==> config.mk <==
export PLATFORM = sky130hd
export DESIGN_NAME = rtc_drift_adjuster
export DESIGN_NICKNAME = d
export VERILOG_FILES = /design/src/rtl/rtc_cal_pkg.sv /design/src/rtl/cal_write_port.sv /design/src/rtl/cal_applier.sv /design/src/rtl/cal_tick_prescaler.sv /design/src/rtl/cal_second_counter.sv /design/src/rtl/rtc_drift_adjuster.sv
export SDC_FILE = /design/constraint.sdc
export NUM_CORES = 1
export LEC_CHECK = 0
export CORE_MARGIN = 8
export CORE_UTILIZATION = 60
export DETAILED_ROUTE_END_ITERATION = 7
export DONT_BUFFER_PORTS = 1
export PLACE_DENSITY = 0.77
export SETUP_SLACK_MARGIN = 0.15
export SYNTH_ARGS = -nofsm -noshare
export SYNTH_HDL_FRONTEND = slang
export SYNTH_SLANG_ARGS = --single-unit
==> constraint.sdc <==
create_clock -name clk -period 4.3 [get_ports clk]
set_clock_uncertainty 0.15 [all_clocks]
set_input_delay 0.215 -clock clk [delete_from_list [all_inputs] [get_ports clk]]
set_output_delay 0.215 -clock clk [all_outputs]
set_load 0.03 [all_outputs]
==> src/rtl/rtc_cal_pkg.sv <==
package rtc_cal_pkg;
  localparam int CAL_W    = 8;
  localparam int CORR_W   = CAL_W + 2;
  localparam int CORR_MAG = 4 * (1 << (CAL_W - 1));

  typedef logic signed [CAL_W-1:0]  cal_t;
  typedef logic signed [CORR_W-1:0] corr_t;

  // times four in two's complement: append two zero bits
  function automatic corr_t scale_cal(input cal_t v);
    return corr_t'({v, 2'b00});
  endfunction
endpackage

==> src/rtl/cal_write_port.sv <==
module cal_write_port
  import rtc_cal_pkg::*;
#(
  parameter int WRITE_WIN_TICKS = 256,
  parameter int CNT_W = 16
) (
  input  logic             clk,
  input  logic             rst_n,
  input  logic             timer_en,
  input  logic [CNT_W-1:0] phase,
  input  logic             wr_valid,
  input  logic [CAL_W-1:0] wr_data,
  output logic             wr_ready,
  output cal_t             cal_next
);
  cal_t cal_q;

  assign wr_ready = !timer_en || (int'(phase) < WRITE_WIN_TICKS);
  assign cal_next = (wr_valid && wr_ready) ? cal_t'(wr_data) : cal_q;

  always_ff @(posedge clk) begin
    if (!rst_n) cal_q <= '0;
    else        cal_q <= cal_next;
  end

  // a write refused by back-pressure leaves the register untouched
  p_blocked_write_r7: assert property (@(posedge clk) disable iff (!rst_n)
    (wr_valid && !wr_ready) |=> $stable(cal_q));
endmodule

==> src/rtl/cal_applier.sv <==
module cal_applier
  import rtc_cal_pkg::*;
(
  input  logic  clk,
  input  logic  rst_n,
  input  logic  timer_en,
  input  logic  minute_roll,
  input  cal_t  cal_next,
  output corr_t corr
);
  cal_t applied_q;

  always_ff @(posedge clk) begin
    if (!rst_n)                        applied_q <= '0;
    else if (!timer_en || minute_roll) applied_q <= cal_next;
  end

  assign corr = scale_cal(applied_q);

  // correction moves only at a minute rollover or while stopped
  p_corr_latch_r6: assert property (@(posedge clk) disable iff (!rst_n)
    !$stable(corr) |-> $past(!timer_en || minute_roll));
endmodule

==> src/rtl/cal_tick_prescaler.sv <==
module cal_tick_prescaler
  import rtc_cal_pkg::*;
#(
  parameter int TICKS_PER_SEC = 32768,
  parameter int CNT_W = 16
) (
  input  logic             clk,
  input  logic             rst_n,
  input  logic             tick,
  input  logic             timer_en,
  input  logic             last_sec,
  input  corr_t            corr,
  output logic [CNT_W-1:0] phase,
  output logic             sec_roll,
  output logic             sec_pulse
);
  int period;

  always_comb begin
    if (last_sec) period = TICKS_PER_SEC - int'(corr);
    else          period = TICKS_PER_SEC;
  end

  assign sec_roll = timer_en && tick && ((int'(phase) + 1) >= period);

  always_ff @(posedge clk) begin
    if (!rst_n) begin
      phase     <= '0;
      sec_pulse <= 1'b0;
    end else begin
      sec_pulse <= sec_roll;
      if (sec_roll)              phase <= '0;
      else if (timer_en && tick) phase <= phase + 1'b1;
    end
  end

  // stopped timer holds its count and emits nothing
  p_hold_when_off_r8: assert property (@(posedge clk) disable iff (!rst_n)
    !timer_en |=> ($stable(phase) && !sec_pulse));
  // second pulse lasts a single cycle
  p_pulse_single_r2: assert property (@(posedge clk) disable iff (!rst_n)
    sec_pulse |=> !sec_pulse);
  // count never runs past the longest corrected second
  p_phase_bound_r3: assert property (@(posedge clk) disable iff (!rst_n)
    int'(phase) < TICKS_PER_SEC + CORR_MAG);
endmodule

==> src/rtl/cal_second_counter.sv <==
module cal_second_counter #(
  parameter int SECS_PER_MIN = 60
) (
  input  logic clk,
  input  logic rst_n,
  input  logic sec_roll,
  output logic last_sec,
  output logic minute_roll,
  output logic min_pulse
);
  localparam int SEC_W = (SECS_PER_MIN > 1) ? $clog2(SECS_PER_MIN) : 1;

  logic [SEC_W-1:0] idx;

  assign last_sec    = (idx == SEC_W'(SECS_PER_MIN - 1));
  assign minute_roll = sec_roll && last_sec;

  always_ff @(posedge clk) begin
    if (!rst_n) begin
      idx       <= '0;
      min_pulse <= 1'b0;
    end else begin
      min_pulse <= minute_roll;
      if (sec_roll) idx <= last_sec ? '0 : idx + 1'b1;
    end
  end

  // seconds index stays inside the minute
  p_idx_range_r3: assert property (@(posedge clk) disable iff (!rst_n)
    int'(idx) < SECS_PER_MIN);
endmodule

==> src/rtl/rtc_drift_adjuster.sv <==
module rtc_drift_adjuster
  import rtc_cal_pkg::*;
#(
  parameter int TICKS_PER_SEC   = 32768,
  parameter int SECS_PER_MIN    = 60,
  parameter int WRITE_WIN_TICKS = 256
) (
  input  logic              clk,
  input  logic              rst_n,
  input  logic              tick,
  input  logic              timer_en,
  input  logic              cal_wr_valid,
  input  logic [7:0]        cal_wr_data,
  output logic              cal_wr_ready,
  output logic              sec_pulse,
  output logic              min_pulse,
  output logic signed [9:0] corr_pulses
);
  localparam int CNT_W = $clog2(TICKS_PER_SEC + CORR_MAG + 1);

  logic [CNT_W-1:0] phase;
  logic             sec_roll, last_sec, minute_roll;
  cal_t             cal_next;
  corr_t            corr;

  cal_write_port #(.WRITE_WIN_TICKS(WRITE_WIN_TICKS), .CNT_W(CNT_W)) u_wr (
    .clk(clk), .rst_n(rst_n), .timer_en(timer_en), .phase(phase),
    .wr_valid(cal_wr_valid), .wr_data(cal_wr_data),
    .wr_ready(cal_wr_ready), .cal_next(cal_next)
  );

  cal_applier u_apply (
    .clk(clk), .rst_n(rst_n), .timer_en(timer_en),
    .minute_roll(minute_roll), .cal_next(cal_next), .corr(corr)
  );

  cal_tick_prescaler #(.TICKS_PER_SEC(TICKS_PER_SEC), .CNT_W(CNT_W)) u_pre (
    .clk(clk), .rst_n(rst_n), .tick(tick), .timer_en(timer_en),
    .last_sec(last_sec), .corr(corr), .phase(phase),
    .sec_roll(sec_roll), .sec_pulse(sec_pulse)
  );

  cal_second_counter #(.SECS_PER_MIN(SECS_PER_MIN)) u_sec (
    .clk(clk), .rst_n(rst_n), .sec_roll(sec_roll),
    .last_sec(last_sec), .minute_roll(minute_roll), .min_pulse(min_pulse)
  );

  assign corr_pulses = corr;

  // a minute boundary is always also a second boundary
  p_min_with_sec_r3: assert property (@(posedge clk) disable iff (!rst_n)
    min_pulse |-> sec_pulse);
endmodule

==> results.toml <==
[pwr]
p_clk_share_pct = 36.8
leakage_nw = 1.146
power.internal_mw = 0.5545
combinationalPowerShare_pct = 9.4
irDropWorstVdd_mv = 0.1802
powerDensity_nw_per_um2 = 277.2
p_sw_share_pct = 24.76
p_seq_share_pct = 53.8
power.switching_mw = 0.1825
power_mw = 0.7370

[timing]
setup_slack_ns = 0.3733
hold_ws_ns = 0.01594
final_hold_viol_count = 0
period_minus_slack_ns = 3.927
drv_slew = 0
timing.setup.tns_ns = 0
fmax_ghz = 0.2547
fin_crit_sh_pct = 91.32
tightest_slew_ns = 0.7538
rsz0062_at_grt = "no"
setup_viol = 0
slew_headroom_pct = 49.41

[synth]
synthTopCellsByArea = "dfxtp_1 (33%), ha_1 (8.7%), nor2_1 (7.6%)"
syn_inst = 287
ys_seq_elements = 40
synth.avg_cell_area_sq_um = 8.479
yosys_warnings = 0
mappedNetlistArea_sq_um = 2434
synth_seq_area_share_pct = 32.90
synth_cell_types = 43
post-synth-top-area-cell = "dfxtp_1"
synth_top_area_share_pct = 32.90

[route]
vias = 2017
route.detailed.drc = 0
drt_iter0_drc = 117
drt-total-wl_um = 5296
wl_per_cell_um = 15.35
detail_route.first_pass.iterations = 5
vias_per_cell = 5.846
ant_nets = 0

[die]
initial_utilization_pct = 61.73
die_area_sq_um = 6350
dieWidth_um = 79.69
fp.dieH_um = 79.69
io_pins = 26
rows = 23
core-area_sq_um = 3943

[global_routing]
grt_pass1_vias = 1967
grt_overflow = 0
grt_pass1_wl_um = 8901
grt_usage_pct = 17.20
antenna_found_initial = 0
grt_max_degree = 18

[cts]
insertion_delay_ns = 0.30
cts.path.max_buffers = 2
h-tree-depth = 2
cts_sinks = 40
path_clk_slew_ns = 0.07
clock-root-buffer = "clkbuf_8"
cts_inserted_buffers = 5
cts_tree = "yes"
cts_setup_buffers = 0

[critical_path]
worst_ep_required_time_ns = 4.34
critPathCaptureType = "register"
start_kind = "register"
cp.arrival_ns = 3.97
critPathMaxFanout = 15
path_class = "register to register"

[min_path]
min_path_type = "input pin to register"

[final_layout]
final_cell_mix = "nor2_1 (49), dfxtp_1 (40), nand2_1 (30)"
fillers = 320
final_common_cell = "nor2_1"
drive_above_1_share_pct = 6.441
syn2layout_area_growth_pct = 9.254
antenna_cells = 0
nets = 325

[placement]
place_ws_ns = 0.3548
gp_congestion = 0.8277
io_buffer_count = 0
dp_hpwl_um = 3813

[run]
drv_cap = 0

[outcome]
run_status = "complete, no violations"
-- per-layer routing --
| metal | up-vias | routed length, um | track usage [%] |
|---|---|---|---|
| met5 | - | 0 | 0 |
| met1 | 952 | 2333 | 20.45 |
| li1 | 1010 | - | - |
| met4 | 0 | 70 | 7.222 |
| met2 | 49 | 2519 | 27.87 |
| met3 | 6 | 372 | 5.293 |
-- synth_stat cells --
library cell and n:
nor2_1 49, dfxtp_1 40, nand2_1 31, xor2_1 19, mux2i_1 18, ha_1 17, xnor2_1 14, nand3_1 11
a221o_1 7, clkbuf_1 7, a21oi_1 6, and3_1 5, inv_1 5, nor3_1 5, and4_1 4, or3_1 4
a21o_1 3, buf_2 3, nand4_1 3, o21ai_0 3, or4_1 3, a211o_1 2, a21boi_0 2, and2_1 2
buf_4 2, nand2b_1 2, nand3b_1 2, nor4_1 2, o211ai_1 2, a311oi_1 1, a31oi_1 1, and4bb_2 1
buf_1 1, clkinv_1 1, conb_1 1, maj3_2 1, nor3_2 1, nor3b_2 1, o211a_4 1, o21ai_1 1
o221a_2 1, o22a_2 1, o41ai_1 1
-- state kept, by name, indices dropped and copies added (netlist names) --
name and cells:
u_sec.idx 6, u_apply.applied_q 8, u_sec.min_pulse 1, u_pre.sec_pulse 1
u_wr.cal_q 8, u_pre.phase 16
-- power groups by stage --
stage / clock, mW / combinational, mW / sequential [mW]
after floorplan: 0 / 0.0530 / 0.404
after global placement: 0 / 0.0595 / 0.405
after detailed placement: 0 / 0.0613 / 0.405
after CTS: 0.273 / 0.0685 / 0.397
after global routing: 0.291 / 0.0762 / 0.398
final: 0.271 / 0.0690 / 0.397
-- final cells by class --
class | instances | area (sq um) | area share [%]
multi-input combinational | 229 | 1556 | 58.54
inverter | 6 | 22.52 | 0.8471
clock buffer | 7 | 96.34 | 3.624
tap | 50 | 62.56 | 2.353
sequential | 40 | 800.8 | 30.12
timing repair buffer | 13 | 120.1 | 4.518
-- timing repair --
| action | in CTS | in global routing |
|---|---|---|
| hold endpoints to repair | 11 | 0 |
| hold buffers | 9 | 0 |
| setup endpoints to repair | 0 | 16 |
| gates resized for setup | 0 | 1 |
-- path summary, 6_finish.rpt --
path | startpoint | to | slack (ns) | cells after the start
max reg2reg | u_apply.applied_q[3] | u_apply.applied_q[1] | 0.37 | 13
min | cal_wr_data[4] | u_apply.applied_q[4] | 0.02 | 3
max | u_apply.applied_q[3] | u_apply.applied_q[1] | 0.37 | 13
min reg2reg | u_sec.idx[0] | u_sec.idx[0] | 0.34 | 2
-- kinds of logic after synthesis --
| logic type | synth area share, % |
|---|---|
| adder cells (fa/ha/maj) | 9.203 |
| buffers and inverters | 3.393 |
| XOR/XNOR | 11.88 |
| AO/OA/AOI/OAI | 10.39 |
| flip-flops | 32.90 |
| other | 0.1541 |
| AND/OR/NAND/NOR | 24.68 |
| multiplexers | 7.403 |
-- per-stage QoR --
stage          util, %  std cells  area [sq um]
2_1_floorplan        -        288          2437
3_3_place_gp     62.65        329          2470
3_5_place_dp     62.65        329          2470
4_1_cts          67.38        345          2656
5_1_grt          67.44        345          2659
6_report         67.44        345          2659
-- worst max-delay path: stages (launching register included) --
cell	delay (ns)
dfxtp_1	0.46
nor3_1	0.40
nand3_1	0.16
or3_1	0.39
xor2_1	0.16
nand2_1	0.07
ha_1	0.28
and4_1	0.20
a21o_1	0.17
a311oi_1	0.28
maj3_2	0.27
o22a_2	0.29
nor2_1	0.20
a221o_1	0.33
Power figures use the tool's default switching activity.
